### config.mk
export PLATFORM = sky130hd
export DESIGN_NAME = spdif_tx
export DESIGN_NICKNAME = d
export VERILOG_FILES = /design/src/rtl/spdif_tx_pkg.sv /design/src/rtl/spdif_tx_bank.sv /design/src/rtl/spdif_tx_seq.sv /design/src/rtl/spdif_tx_bmc.sv /design/src/rtl/spdif_tx.sv
export SDC_FILE = /design/constraint.sdc
export NUM_CORES = 1
export LEC_CHECK = 0
export BUFFER_PORTS_ARGS = -buffer_cell sky130_fd_sc_hd__buf_2
export CAP_MARGIN = 40
export CORE_MARGIN = 3
export CORE_UTILIZATION = 47
export DETAILED_ROUTE_END_ITERATION = 8
export GPL_ROUTABILITY_DRIVEN = 0
export HOLD_SLACK_MARGIN = 0.12
export PLACE_DENSITY = 0.73
export SLEW_MARGIN = 20
export SYNTH_ARGS = -nofsm -noshare
export SYNTH_HDL_FRONTEND = slang
export SYNTH_SLANG_ARGS = --single-unit
export TNS_END_PERCENT = 100
### constraint.sdc
create_clock -name clk_i -period 2.6 [get_ports clk_i]
set_input_delay 0.52 -clock clk_i [delete_from_list [all_inputs] [get_ports clk_i]]
set_output_delay 0.52 -clock clk_i [all_outputs]
set_load 0.01 [all_outputs]
### src/rtl/spdif_tx_pkg.sv
`timescale 1ns/1ps
package spdif_tx_pkg;
  localparam int AUD_W     = 24;
  localparam int SLOTS     = 32;
  localparam int PRE_SLOTS = 4;
  localparam int HC_FRAME  = 4 * SLOTS;
  localparam int POS_W     = $clog2(HC_FRAME);
  localparam int FIELD_W   = SLOTS - PRE_SLOTS;

  typedef enum logic [1:0] {PRE_B, PRE_M, PRE_W} pre_e;

  // half-cell patterns, first half-cell in bit 7, for a low level before the preamble
  function automatic logic [7:0] pre_pattern(input pre_e sel);
    logic [7:0] pat;
    unique case (sel)
      PRE_B:   pat = 8'b1110_1000;
      PRE_M:   pat = 8'b1110_0010;
      default: pat = 8'b1110_0100;
    endcase
    return pat;
  endfunction
endpackage

### src/rtl/spdif_tx_bank.sv
`timescale 1ns/1ps
module spdif_tx_bank #(
  parameter  int FRAMES = 192,
  parameter  int WORD_W = 32,
  localparam int NWORDS = FRAMES / WORD_W,
  localparam int IDX_W  = (NWORDS > 1) ? $clog2(NWORDS) : 1,
  localparam int SEL_W  = $clog2(FRAMES)
) (
  input  logic              clk_i,
  input  logic              rst_ni,
  input  logic              we_i,
  input  logic [IDX_W-1:0]  widx_i,
  input  logic [WORD_W-1:0] wdata_i,
  input  logic              load_i,
  input  logic              commit_i,
  input  logic [SEL_W-1:0]  sel_i,
  output logic              bit_o,
  output logic              rdy_o
);
  logic [NWORDS-1:0][WORD_W-1:0] shadow_q;
  logic [FRAMES-1:0]             active_q;
  logic                          dirty_q;

  always_ff @(posedge clk_i or negedge rst_ni) begin
    if (!rst_ni) begin
      shadow_q <= '0;
      active_q <= '0;
      dirty_q  <= 1'b0;
    end else begin
      if (load_i || commit_i) begin
        active_q <= shadow_q;
        dirty_q  <= 1'b0;
      end
      if (we_i && (int'(widx_i) < NWORDS)) begin
        shadow_q[widx_i] <= wdata_i;
        dirty_q          <= 1'b1;
      end
    end
  end

  assign bit_o = active_q[sel_i];
  assign rdy_o = commit_i && dirty_q;


  rdy_clear_chk: assert property (@(posedge clk_i) disable iff (!rst_ni)
    rdy_o && !we_i |=> !dirty_q);

  live_hold_chk: assert property (@(posedge clk_i) disable iff (!rst_ni)
    !load_i && !commit_i |=> $stable(active_q));
endmodule

### src/rtl/spdif_tx_seq.sv
`timescale 1ns/1ps
module spdif_tx_seq
  import spdif_tx_pkg::*;
#(
  parameter  int FRAMES = 192,
  localparam int FR_W   = $clog2(FRAMES)
) (
  input  logic             clk_i,
  input  logic             rst_ni,
  input  logic             en_i,
  input  logic             smp_valid_i,
  input  logic [AUD_W-1:0] smp_left_i,
  input  logic [AUD_W-1:0] smp_right_i,
  output logic             smp_ready_o,
  output logic             udr_o,
  output logic [POS_W-1:0] pos_o,
  output logic [FR_W-1:0]  frame_o,
  output logic [AUD_W-1:0] left_o,
  output logic [AUD_W-1:0] right_o,
  output logic             null_o,
  output logic             blk_end_o,
  output logic             commit_o,
  output logic             load_o
);
  logic [POS_W-1:0] pos_q;
  logic [FR_W-1:0]  frame_q;
  logic             frame_start, frame_last, block_last;

  assign frame_start = en_i && (pos_q == '0);
  assign frame_last  = en_i && (pos_q == POS_W'(HC_FRAME - 1));
  assign block_last  = frame_last && (frame_q == FR_W'(FRAMES - 1));

  always_ff @(posedge clk_i or negedge rst_ni) begin
    if (!rst_ni) begin
      pos_q   <= '0;
      frame_q <= '0;
    end else if (!en_i) begin
      pos_q   <= '0;
      frame_q <= '0;
    end else begin
      pos_q <= pos_q + POS_W'(1);
      if (frame_last) frame_q <= block_last ? '0 : frame_q + FR_W'(1);
    end
  end

  always_ff @(posedge clk_i or negedge rst_ni) begin
    if (!rst_ni) begin
      left_o  <= '0;
      right_o <= '0;
      null_o  <= 1'b0;
    end else if (frame_start) begin
      if (smp_valid_i) begin
        left_o  <= smp_left_i;
        right_o <= smp_right_i;
        null_o  <= 1'b0;
      end else begin
        left_o  <= '0;
        right_o <= '0;
        null_o  <= 1'b1;
      end
    end
  end

  assign smp_ready_o = frame_start;
  assign udr_o       = frame_start && !smp_valid_i;
  assign blk_end_o   = block_last;
  assign commit_o    = block_last;
  assign load_o      = !en_i;
  assign pos_o       = pos_q;
  assign frame_o     = frame_q;


  idle_quiet_chk: assert property (@(posedge clk_i) disable iff (!rst_ni)
    !en_i |-> !smp_ready_o && !udr_o && !blk_end_o);

  fetch_pos_chk: assert property (@(posedge clk_i) disable iff (!rst_ni)
    smp_ready_o |=> pos_o == POS_W'(1));

  udr_null_chk: assert property (@(posedge clk_i) disable iff (!rst_ni)
    udr_o |=> null_o && left_o == '0 && right_o == '0);

  blk_wrap_chk: assert property (@(posedge clk_i) disable iff (!rst_ni)
    blk_end_o && en_i |=> frame_o == '0 && pos_o == '0);
endmodule

### src/rtl/spdif_tx_bmc.sv
`timescale 1ns/1ps
module spdif_tx_bmc
  import spdif_tx_pkg::*;
(
  input  logic             clk_i,
  input  logic             rst_ni,
  input  logic             en_i,
  input  logic [POS_W-1:0] pos_i,
  input  logic             first_frame_i,
  input  logic [AUD_W-1:0] left_i,
  input  logic [AUD_W-1:0] right_i,
  input  logic             null_i,
  input  logic             mono_i,
  input  logic             vld_a_i,
  input  logic             vld_b_i,
  input  logic             null_vld_i,
  input  logic             cs_bit_i,
  input  logic             ud_bit_i,
  output logic             tx_o
);
  logic               sub, half, in_pre;
  logic [4:0]         slot, didx;
  logic [2:0]         pidx;
  logic [AUD_W-1:0]   aud;
  logic               v_bit, par, dbit, pbit, ref_now, nxt;
  logic [FIELD_W-2:0] body;
  logic [FIELD_W-1:0] field;
  logic [7:0]         pat;
  pre_e               pre_sel;
  logic               tx_q, ref_q;

  assign sub    = pos_i[POS_W-1];
  assign slot   = pos_i[POS_W-2:1];
  assign half   = pos_i[0];
  assign in_pre = slot < 5'(PRE_SLOTS);
  assign pidx   = {slot[1:0], half};
  assign didx   = slot - 5'(PRE_SLOTS);

  always_comb begin
    aud     = (!sub || mono_i) ? left_i : right_i;
    v_bit   = null_i ? !null_vld_i : (sub ? vld_b_i : vld_a_i);
    body    = {cs_bit_i, ud_bit_i, v_bit, aud};
    par     = ^body;
    field   = {par, body};
    dbit    = field[didx];
    pre_sel = sub ? PRE_W : (first_frame_i ? PRE_B : PRE_M);
    pat     = pre_pattern(pre_sel);
    pbit    = pat[3'd7 - pidx];
    ref_now = (pidx == 3'd0) ? tx_q : ref_q;
    if (in_pre)     nxt = pbit ^ ref_now;
    else if (!half) nxt = !tx_q;
    else            nxt = dbit ? !tx_q : tx_q;
  end

  always_ff @(posedge clk_i or negedge rst_ni) begin
    if (!rst_ni) begin
      tx_q  <= 1'b0;
      ref_q <= 1'b0;
    end else if (!en_i) begin
      tx_q  <= 1'b0;
      ref_q <= 1'b0;
    end else begin
      tx_q <= nxt;
      if (in_pre && pidx == 3'd0) ref_q <= tx_q;
    end
  end

  assign tx_o = tx_q;


  idle_low_chk: assert property (@(posedge clk_i) disable iff (!rst_ni)
    !en_i |=> !tx_o);

  cell_edge_chk: assert property (@(posedge clk_i) disable iff (!rst_ni)
    en_i && !in_pre && !half |=> tx_o != $past(tx_o));
endmodule

### src/rtl/spdif_tx.sv
`timescale 1ns/1ps
module spdif_tx
  import spdif_tx_pkg::*;
#(
  parameter  int FRAMES = 192,
  parameter  int WORD_W = 32,
  localparam int NWORDS = FRAMES / WORD_W,
  localparam int IDX_W  = (NWORDS > 1) ? $clog2(NWORDS) : 1,
  localparam int FR_W   = $clog2(FRAMES)
) (
  input  logic              clk_i,
  input  logic              rst_ni,
  input  logic              tx_en_i,
  input  logic              mono_i,
  input  logic              vld_a_i,
  input  logic              vld_b_i,
  input  logic              null_vld_i,
  input  logic              smp_valid_i,
  output logic              smp_ready_o,
  input  logic [AUD_W-1:0]  smp_left_i,
  input  logic [AUD_W-1:0]  smp_right_i,
  input  logic              cs_we_i,
  input  logic [IDX_W-1:0]  cs_widx_i,
  input  logic [WORD_W-1:0] cs_wdata_i,
  input  logic              ud_we_i,
  input  logic [IDX_W-1:0]  ud_widx_i,
  input  logic [WORD_W-1:0] ud_wdata_i,
  output logic              tx_o,
  output logic              blk_end_o,
  output logic              cs_rdy_o,
  output logic              ud_rdy_o,
  output logic              udr_o
);
  logic [POS_W-1:0] pos;
  logic [FR_W-1:0]  frame;
  logic [AUD_W-1:0] left, right;
  logic             null_f, commit, load, cs_bit, ud_bit;

  spdif_tx_seq #(.FRAMES(FRAMES)) i_seq (
    .clk_i, .rst_ni,
    .en_i        (tx_en_i),
    .smp_valid_i,
    .smp_left_i,
    .smp_right_i,
    .smp_ready_o,
    .udr_o,
    .pos_o       (pos),
    .frame_o     (frame),
    .left_o      (left),
    .right_o     (right),
    .null_o      (null_f),
    .blk_end_o,
    .commit_o    (commit),
    .load_o      (load)
  );

  spdif_tx_bank #(.FRAMES(FRAMES), .WORD_W(WORD_W)) i_cs_bank (
    .clk_i, .rst_ni,
    .we_i     (cs_we_i),
    .widx_i   (cs_widx_i),
    .wdata_i  (cs_wdata_i),
    .load_i   (load),
    .commit_i (commit),
    .sel_i    (frame),
    .bit_o    (cs_bit),
    .rdy_o    (cs_rdy_o)
  );

  spdif_tx_bank #(.FRAMES(FRAMES), .WORD_W(WORD_W)) i_ud_bank (
    .clk_i, .rst_ni,
    .we_i     (ud_we_i),
    .widx_i   (ud_widx_i),
    .wdata_i  (ud_wdata_i),
    .load_i   (load),
    .commit_i (commit),
    .sel_i    (frame),
    .bit_o    (ud_bit),
    .rdy_o    (ud_rdy_o)
  );

  spdif_tx_bmc i_bmc (
    .clk_i, .rst_ni,
    .en_i          (tx_en_i),
    .pos_i         (pos),
    .first_frame_i (frame == '0),
    .left_i        (left),
    .right_i       (right),
    .null_i        (null_f),
    .mono_i,
    .vld_a_i,
    .vld_b_i,
    .null_vld_i,
    .cs_bit_i      (cs_bit),
    .ud_bit_i      (ud_bit),
    .tx_o
  );


  rdy_with_end_chk: assert property (@(posedge clk_i) disable iff (!rst_ni)
    (cs_rdy_o || ud_rdy_o) |-> blk_end_o);
endmodule

== Yosys cells after proc, flatten, opt, wreduce, memory -nomap -nowiden ==
Cells that the tools add are included.

* $add $sub $neg: 4
* Order comparisons: 10
* Equality and inequality tests: 6
* Mux-type cells: 37
* Bitwise logic cells: 1
* Reductions and logical operators: 25

{| class="wikitable"
|+ Operators with widths
! cell !! count
|-
| 192-bit bitwise mux || 2
|-
| 32-bit demux with 3-bit select || 2
|-
| 24-bit 2-to-1 mux || 3
|-
| 32-bit 2-to-1 mux || 2
|-
| 27-bit XOR reduction || 1
|-
| 8-bit 2-to-1 mux || 3
|-
| 1-bit 2-to-1 mux || 18
|-
| 1-bit binary-select mux with 8-bit select || 2
|-
| 3-bit by 4-bit less-than comparator with 1-bit output (second input constant) || 3
|-
| 1-bit logical AND || 11
|-
| 8-bit by 9-bit less-than comparator with 1-bit output (second input constant) || 1
|-
| 8-bit by 1-bit adder with 8-bit output (second input constant) || 1
|-
| 8-bit equality test (second input constant) || 1
|-
| 8-bit logical NOT || 1
|-
| 4-bit case mux with 2 select lines || 1
|-
| 7-bit by 1-bit adder with 7-bit output (second input constant) || 1
|-
| 7-bit equality test (second input constant) || 1
|-
| 7-bit logical NOT || 1
|-
| 7-bit 2-to-1 mux || 1
|-
| 3-bit by 1-bit greater-or-equal comparator with 1-bit output (second input constant) || 2
|-
| 3-bit less-than comparator (second input constant) || 2
|-
| 5-bit by 6-bit less-than comparator with 1-bit output (second input constant) || 1
|-
| 1-bit binary-select mux with 5-bit select || 1
|-
| 1-bit logical NOT || 5
|-
| 13 further kinds || 16
|}

* Bits in registers: 836
* Input bits: 128
* Output and inout port bits: 6
* Word-level logic and storage cells: 106

== Depth between registers and ports, before layout ==
Gate-level depths: netlist of run 1.

* Depth in word-level cells: 10
* Depth in mapped cells: 17

== By module ==
From an unflattened synthesis of run 1, not the netlist that was laid out.

* Cell total of the unflattened synthesis: 2376
* Area, all modules: 35753.0 um2

{| class="wikitable"
|+ By module, submodules not included
! module !! times used !! cells each !! area each (um2)
|-
| spdif_tx_bank at i_cs_bank || 1 || 986 || 16000.3
|-
| spdif_tx_bank at i_ud_bank || 1 || 967 || 15866.5
|-
| spdif_tx_seq || 1 || 294 || 2705.1
|-
| spdif_tx_bmc || 1 || 126 || 1162.4
|-
| spdif_tx || 1 || 3 || 18.8
|}

== Worst setup path before layout of run 1 ==
OpenSTA, ideal clock, no wires.

* Kind: input -> register
* Start: input port mono_i
* End: register i_bmc.tx_q, in the netlist i_bmc.tx_o
* Library setup time: 103 ps
* Arrival time: 2769 ps
* Required time: 2497 ps
* Slack: -273 ps
* Cell stages on the path: 10
* Buffers on the path: 1
* Cells stage by stage: nor2b_1 buf_6 mux4_2 mux4_2 a2111oi_4 nand3_1 o31ai_1 nor2_1 a31o_1 o41ai_2

* Word-level cells in the longest chain between the ends: 6

{| class="wikitable"
|+ RTL lines
! element !! RTL line !! RTL
|-
| start: declaration || spdif_tx.sv:14 || <nowiki>input logic mono_i,</nowiki>
|-
| 1-bit logical OR * || spdif_tx_bmc.sv:40 || <nowiki>aud = (!sub || mono_i) ? left_i : right_i;</nowiki>
|-
| 24-bit 2-to-1 mux * || spdif_tx_bmc.sv:40 ||
|-
| 27-bit XOR reduction || spdif_tx_bmc.sv:43 || <nowiki>par = ^body;</nowiki>
|-
| 1-bit binary-select mux with 5-bit select * || spdif_tx_bmc.sv:45 || <nowiki>dbit = field[didx];</nowiki>
|-
| 1-bit 2-to-1 mux (implied by the code) * || spdif_tx_bmc.sv:45 ||
|-
| 4-bit by 2-bit != test with 1-bit output (no line) * || - ||
|-
| end signal: assignment || spdif_tx_bmc.sv:63 || <nowiki>tx_q <= nxt;</nowiki>
|-
| end: declaration || spdif_tx_bmc.sv:30 || <nowiki>logic tx_q, ref_q;</nowiki>
|}

Every way passes the cells marked *; elsewhere a longest branch is shown, timed or not. The select of a mux whose other input is x is not followed.
A chain may end at the register's enable or synchronous reset.

== Final worst setup path of run 1 ==
* Start: register i_seq.frame_q[0], in the netlist i_seq.frame_o[0]
* End: register i_bmc.tx_q, in the netlist i_bmc.tx_o

* Word-level cells in the longest chain between the ends: 10

{| class="wikitable"
|+ RTL lines
! element !! RTL line !! RTL
|-
| start: declaration || spdif_tx_seq.sv:26 || <nowiki>logic [FR_W-1:0] frame_q;</nowiki>
|-
| start signal: assignment || spdif_tx_seq.sv:42 || <nowiki>if (frame_last) frame_q <= block_last ? '0 : frame_q + FR_W'(1);</nowiki>
|-
| parallel branches: the longest is 10 deep, another holds 27-bit XOR reduction || - ||
|}

Several ways; the timed one is not identified. The select of a mux whose other input is x is not followed.

==> summary.txt, run 1 <==
Outcome
  – Run status: complete, but fails checks
  – Failing checks: negative setup slack

Synthesis
  – EDFF count, synth: 0
  – Post-synthesis sequential area ratio: 58.5%
  – Syn Nets: 3240
  – Yosys warns: 0
  – Ys async rst share: 100%
  – Netlist cell types: 57
  – Average cell area after synthesis: 11.5 µm²
  – Post-Synthesis Cells: 3105
  – Seq cells post-synth: 836
  – Synth Flop Type: dfrtp_1
  – Post-Syn Area: 35700 µm²

Worst setup path
  – Worst setup SP type: flip-flop
  – CP endpoint kind: flip-flop
  – Reg2Reg Depth: 13
  – R2R setup slack: -640 ps
  – R2R Path End: i_bmc.tx_o
  – Setup crit start: i_seq.frame_o[0]
  – Critical Path Fanout Max: 6
  – Critical Path RT: 3150 ps
  – Reg2reg start: i_seq.frame_o[0]
  – Crit path kind: reg2reg
  – Worst EP arrival: 3790 ps

STA
  – Final Setup Violations: 5
  – Setup ws final: -637 ps
  – Final Skew: 38.3 ps
  – Slew Limit Fails: 0
  – Fin crit share: 125%
  – RSZ-0062 raised after global routing: yes
  – Setup TNS: -1900 ps
  – Rel. slew slack: 56.8%
  – Max Fclk: approximately 310 MHz
  – Worst Tran Pin Value: 646 ps
  – Final hold vios: 0
  – Crit path time final: 3240 ps

Drt
  – DRT Wirelength: roughly 90000 µm
  – Avg WL per Cell: 20.7 µm
  – Final ANT Viol Nets: 0
  – Drt first-iter violations: 2085
  – Via/cell ratio: 5.56
  – Via count: 24.6k
  – First-pass detailed-route iteration total: 5
  – # DRC: 0

Clocking
  – Clock transition at the registers of the reported paths: 60 ps
  – CTS tree: yes
  – Number of CTS-inserted buffers: 86
  – H-tree depth: 3
  – Root Driver: clkbuf_16
  – Clock Sinks: 836
  – Worst-Skew Late Latency: 660 ps
  – Clock Tree Buf Depth: 3

Place
  – Port Buffers: 133
  – DPL Wire Length: around 60000 µm
  – Post-place instance area: 38900 µm²
  – DP Worst Slack: -803 ps

GRT
  – First-pass GRT wire length: 144000 µm
  – Gr usage total: 23.3%
  – Most used routing layer: met2
  – Initial antenna violation count: 5
  – Met1 usage: 31.2%
  – Global-route met2 utilization: 38.2%
  – GRT overflow: 0
  – Largest net degree at the start of global routing: 85
  – Met3 Track Usage GR: between 4 and 5%
  – Vias in the first global route: 25.2k

Hold path
  – Worst min path class: in2reg
  – Endpoint, Worst Hold: i_seq.right_o[11]
  – Cell depth of the worst hold path: 3
  – Worst Hold Launch: smp_right_i[11]

Power
  – Pwr Total: 35600 µW
  – Power Density: 836 nW/µm²
  – Leak: between 0.02 and 0.025 µW
  – Worst vdd ir: 0.000617 V

Final layout
  – Utilization after layout: 56.9%
  – Final nets: 3517
  – Share of layout cells above drive strength 1: between 20% and 30%
  – Area growth, synth to finish: 19.3%
  – Post-route cell area: 42600 µm²
  – Fillers: 5902

Die
  – Rows: 100
  – Horiz. Die Dim: 282 µm
  – Total I/O pin count: 134
  – DIE HEIGHT: 282 µm
  – Total core area: 74900 µm²
  – DIE AREA: a little under 80000 µm²
  – Initial Util: 47.7%

Job
  – Maxcap violations: 0
critical path, stage by stage (launching register included):
cell       delay, ps
dfrtp_4          480
buf_12           170
bufbuf_16        290
mux4_1           540
a22oi_1          160
nand2_1          150
a211o_1          330
nand3_2          100
nand3_4          110
xnor2_2          170
a22o_1           220
nor2_2           140
nand2_1           80
o41ai_2          190
registers in the layout, summed over array words and instances (netlist names), 7 cells and up:
name / count
i_seq.left_o: 24
i_seq.frame_o: 8
i_cs_bank.shadow_q: 192
i_seq.right_o: 24
i_ud_bank.active_q: 192
i_ud_bank.shadow_q: 192
i_seq.pos_o: 7
i_cs_bank.active_q: 192
kinds of logic after synthesis:
family,after synthesis,share of synthesized area (%)
fa+ha+maj,7,0.245
xor+xnor,59,1.51
compound gates,126,2.35
buf+inv,191,2.60
mux,518,20.0
flops,836,58.5
simple gates,1368,14.8
layout make-up:
class                   instances  area, µm²  share of cell area, %
repair buffers                370       3470                   8.15
diodes                          3       7.51                 0.0176
inverters                      10       42.5                 0.0998
well taps                     969       1210                   2.84
clock buffers                 118       2440                   5.73
flip-flops and latches        836      20900                   49.1
multi-input cells            2078      14100                   33.0
clock inverters                34        452                   1.06
power by group:
part           switching, µW  internal (µW)  total [µW]
combinational           2630           3030        5670
sequential              1720          15700       17400
clock                   5330           7250       12600
total                   9680          26000       35600
metrics by stage:
| step | hold WS, ps | std cells |
|---|---|---|
| after detailed placement | 447 | 4210 |
| final | 140 | 4418 |
| after global routing | 141 | 4416 |
| after CTS | 127 | 4408 |
| after global placement | 441 | 4210 |
| after floorplan | 224 | 3105 |
how the worst max path moves through the flow:
stage | end | cells past startpoint
after global placement | i_bmc.tx_o | 14
after CTS | i_bmc.tx_o | 14
after detailed placement | i_bmc.tx_o | 14
after global routing | i_bmc.tx_o | 14
after floorplan | i_bmc.tx_o | 10
final | i_bmc.tx_o | 13
per-layer routing:
metal | up-vias | share of wire [%]
met5 | - | 0.012
met4 | 2 | 3.0
met3 | 181 | 6.1
met2 | 757 | 49
met1 | 12683 | 42
li1 | 10932 | -
cells in the mapped netlist (3+ instances only):
library cell | n | area, µm²
nand2_1 | 1277 | 4790
dfrtp_1 | 836 | 20900
mux2_2 | 389 | 4380
clkbuf_1 | 118 | 443
mux4_2 | 82 | 1850
o21ai_0 | 52 | 260
xnor2_1 | 43 | 377
nor2_1 | 28 | 105
mux4_1 | 27 | 709
buf_2 | 22 | 110
buf_1 | 20 | 75.1
mux2i_1 | 20 | 200
a21oi_1 | 17 | 85.1
a22oi_1 | 17 | 128
xor2_1 | 14 | 123
nand3_1 | 13 | 65.1
nor2b_1 | 11 | 68.8
inv_1 | 9 | 33.8
a22o_1 | 8 | 70.1
buf_4 | 8 | 60.1
nor3_1 | 8 | 40.0
ha_1 | 7 | 87.6
buf_12 | 6 | 120
buf_6 | 6 | 67.6
nand4_1 | 6 | 37.5
nor3b_1 | 5 | 37.5
o221ai_1 | 5 | 43.8
a211oi_1 | 4 | 30.0
and2_1 | 4 | 25.0
nand4b_1 | 4 | 35.0
a211o_1 | 3 | 26.3
and3_1 | 3 | 18.8
repair_timing:
action                                 4_1_cts  5_1_grt
pin swaps                                   14        2
hold buffers                                30        0
setup endpoints to repair                   61       41
resized for setup                           42        8
endpoints found under the hold margin       84        0
gates cloned                                 3        3
buffers inserted                            13        5
cell usage in the layout (no fill, tap or decap), types with 43 or more instances in the layout:
cell,netlist,final
nand2_1,1277,1276
dfrtp_1,836,832
mux2_2,389,388
buf_4,8,135
buf_2,22,130
clkbuf_16,0,89
mux4_2,82,85
buf_12,6,61
o21ai_0,52,49
xnor2_1,43,43
Note: power is estimated with default switching activity, not from simulation.
==> inputs of run 2 (changes only) <==
--- a/config.mk
+++ b/config.mk
@@ -7,12 +7,13 @@
 export LEC_CHECK = 0
 export BUFFER_PORTS_ARGS = -buffer_cell sky130_fd_sc_hd__buf_2
 export CAP_MARGIN = 40
+export CORE_ASPECT_RATIO = 1.5
 export CORE_MARGIN = 3
 export CORE_UTILIZATION = 47
 export DETAILED_ROUTE_END_ITERATION = 8
 export GPL_ROUTABILITY_DRIVEN = 0
 export HOLD_SLACK_MARGIN = 0.12
-export PLACE_DENSITY = 0.73
+export PLACE_DENSITY = 0.75
 export SLEW_MARGIN = 20
 export SYNTH_ARGS = -nofsm -noshare
 export SYNTH_HDL_FRONTEND = slang
==> run 2 against run 1 <==
The flow still finishes with violations (negative setup slack). Critical path depth unchanged. Non-clock buffer count decreased by 31. Wire length increased by 0.45%. Largest power group unchanged. First-iteration DRC count decreased by 12%. Critical endpoint unchanged. Highest routed layer unchanged.
==> summary.txt, run 2 (same netlist as run 1, synthesis figures left out) <==
Outcome
  – Run status: complete, but fails checks
  – Failing checks: negative setup slack

STA
  – Crit path time final: 3190 ps (-51.4 ps)
  – Setup TNS: -2870 ps (-963 ps)
  – Fin crit share: 123% (-2.0 points)
  – Final Setup Violations: 6 (+1)
  – Setup ws final: -586 ps (+51.4 ps)
  – Worst Tran Pin Value: 627 ps (-19.9 ps)
  – Slew Limit Fails: 0 (unchanged)
  – Final hold vios: 0 (unchanged)
  – Rel. slew slack: 58.2% (+1.4 points)
  – Max Fclk: 314 MHz (+1.6%)
  – Final Skew: 23.5 ps (-14.7 ps)
  – RSZ-0062 raised after global routing: yes

Die
  – Horiz. Die Dim: 231 µm (-18%)
  – Total I/O pin count: 134 (unchanged)
  – DIE AREA: 79500 µm² (about the same)
  – Initial Util: 47.5% (-0.20 points)
  – Rows: 123 (+23%)
  – Total core area: 75300 µm² (+0.41%)
  – DIE HEIGHT: 344 µm (+22%)

Hold path
  – Worst min path class: in2reg
  – Cell depth of the worst hold path: 3 (unchanged)

Drt
  – First-pass detailed-route iteration total: 5 (unchanged)
  – Via count: 24.2k (-1.4%)
  – # DRC: 0 (unchanged)
  – Via/cell ratio: 5.49 (-1.2%)
  – Drt first-iter violations: 1830 (-12%)
  – DRT Wirelength: 91800 µm (+0.45%)
  – Avg WL per Cell: 20.8 µm (+0.65%)
  – Final ANT Viol Nets: 0 (unchanged)

Power
  – Pwr Total: 35000 µW (-1.7%)
  – Worst vdd ir: 0.000643 V (+4.2%)
  – Power Density: 835 nW/µm² (-0.10%)
  – Leak: 0.0200 µW (-1.4%)

Worst setup path
  – CP endpoint kind: flip-flop
  – Crit-path cells: buf_12 -> buf_4 -> mux4_1 -> mux2_2 -> o22ai_2 -> o311ai_1 -> nand3_1 -> nand3_2 -> xnor2_2 -> a22o_1 -> nor2_2 -> nand2_1 -> o41ai_2
  – Reg2Reg Depth: 13 (unchanged)
  – Worst setup SP type: flip-flop
  – Worst EP arrival: 3720 ps (-70 ps)
  – Crit path max-delay family: multiplexers
  – Buf+Inv Stages, Crit Path: 2 (unchanged)
  – Critical path depth: 13 (unchanged)
  – Critical Path Fanout Max: 10 (+4)
  – Crit-path max cell delay: 560 ps (+20 ps)
  – Critical Path RT: 3140 ps (about the same)
  – Crit path kind: reg2reg
  – Slowest CP cell: mux4_1

Clocking
  – Clock Sinks: 836 (unchanged)
  – Worst-Skew Late Latency: 630 ps (-30 ps)
  – H-tree depth: 3 (unchanged)
  – CTS tree: yes
  – Number of CTS-inserted buffers: 80 (-7.0%)
  – Clock transition at the registers of the reported paths: 60 ps (about the same)
  – Root Driver: clkbuf_16
  – Clock Tree Buf Depth: 3 (unchanged)

Final layout
  – Fillers: 6001 (+1.7%)
  – Share of layout cells above drive strength 1: 28.4% (-0.55 points)
  – Commonest non-fill, non-tap cell in the layout: nand2_1
  – Commonest non-fill, non-tap cells in the layout: nand2_1 (1276), dfrtp_1 (833), mux2_2 (389)
  – Multi-input gate area: 14000 µm² (-0.62%)
  – Area growth, synth to finish: 17.4%
  – Final nets: 3480 (-1.1%)
  – FF+latch area: 20900 µm² (about the same)
  – Utilization after layout: 55.7% (-1.2 points)

Job
  – Maxcap violations: 0 (unchanged)

Place
  – DPL Wire Length: 61700 µm (+2.8%)
  – Port Buffers: 133 (unchanged)
  – DP Worst Slack: -715 ps (+87.8 ps)

GRT
  – Gr usage total: 23.3% (+0.035 points)
  – First-pass GRT wire length: 143000 µm (-0.25%)
  – GRT overflow: 0 (unchanged)
  – Initial antenna violation count: 8 (+3)
  – Vias in the first global route: 25.1k (-0.32%)
  – Largest net degree at the start of global routing: 83 (-2.4%)
==> run 2: changes by cell type in the layout (fill, tap and decap cells not counted), moves of 4 or more <==
| cell | delta |
|---|---|
| clkbuf_16 | -4 |
| clkinv_2 | -5 |
| buf_4 | +6 |
| dlygate4sd3_1 | -22 |
| buf_6 | -5 |
| buf_12 | -10 |
| clkbuf_8 | +6 |
==> run 2: through the flow <==
step / hold WS, ps / std cells / cell area [µm²]
finish: 144 / 4409 / 41900
global route: 148 / 4405 / 41900
CTS: 120 / 4392 / 41800
detailed placement: 447 / 4239 / 38800
global placement: 441 / 4239 / 38800
floorplan: 224 / 3105 / 35700
==> run 2: final cells by class <==
type / count / area share, %
flip-flops and latches: 836 / 49.9
multi-input cells: 2078 / 33.4
repair buffers: 339 / 7.09
clock buffers: 120 / 5.88
well taps: 1000 / 2.98
clock inverters: 21 / 0.674
inverters: 10 / 0.0895
diodes: 5 / 0.0298
==> run 2: worst min-delay path: stages <==
cell	delay, ps
buf_2	100
nand2_1	50
o21ai_0	70
==> run 2: timing repair <==
| item | 4_1_cts | 5_1_grt |
|---|---|---|
| setup buffers | 2 | 11 |
| hold buffers | 8 | 0 |
| endpoints found under the hold margin | 33 | 0 |
| cloned | 2 | 1 |
| resized for setup | 14 | 9 |
| endpoints found under the setup margin | 7 | 209 |
| pin swaps | 1 | 4 |
==> run 2: report_power, final <==
part / internal (µW) / leakage [µW] / switching [µW] / total, µW
Combinational: 2870 / 0.00833 / 2600 / 5470
Clock: 7150 / 0.00136 / 4960 / 12100
Sequential: 15700 / 0.0103 / 1760 / 17400
==> run 2: final timing paths <==
path	from	end	slack, ps
setup reg to reg	i_seq.frame_o[0]	i_bmc.tx_o	-590
min in group asynchronous	rst_ni	i_ud_bank.active_q[140]	490
max in group asynchronous	rst_ni	i_cs_bank.shadow_q[76]	1190
setup / recovery	i_seq.frame_o[0]	i_bmc.tx_o	-590
hold / removal	smp_left_i[10]	i_seq.left_o[10]	140
hold reg to reg	i_cs_bank.active_q[149]	i_cs_bank.active_q[149]	460
==> run 2: per-layer routing <==
layer	share of wire, %	track usage, %	vias to the layer above
met5	0.051	0	-
met2	52	41.4	771
met4	5.0	11.1	8
met3	5.3	3.56	250
met1	38	27.8	12344
li1	-	-	10844
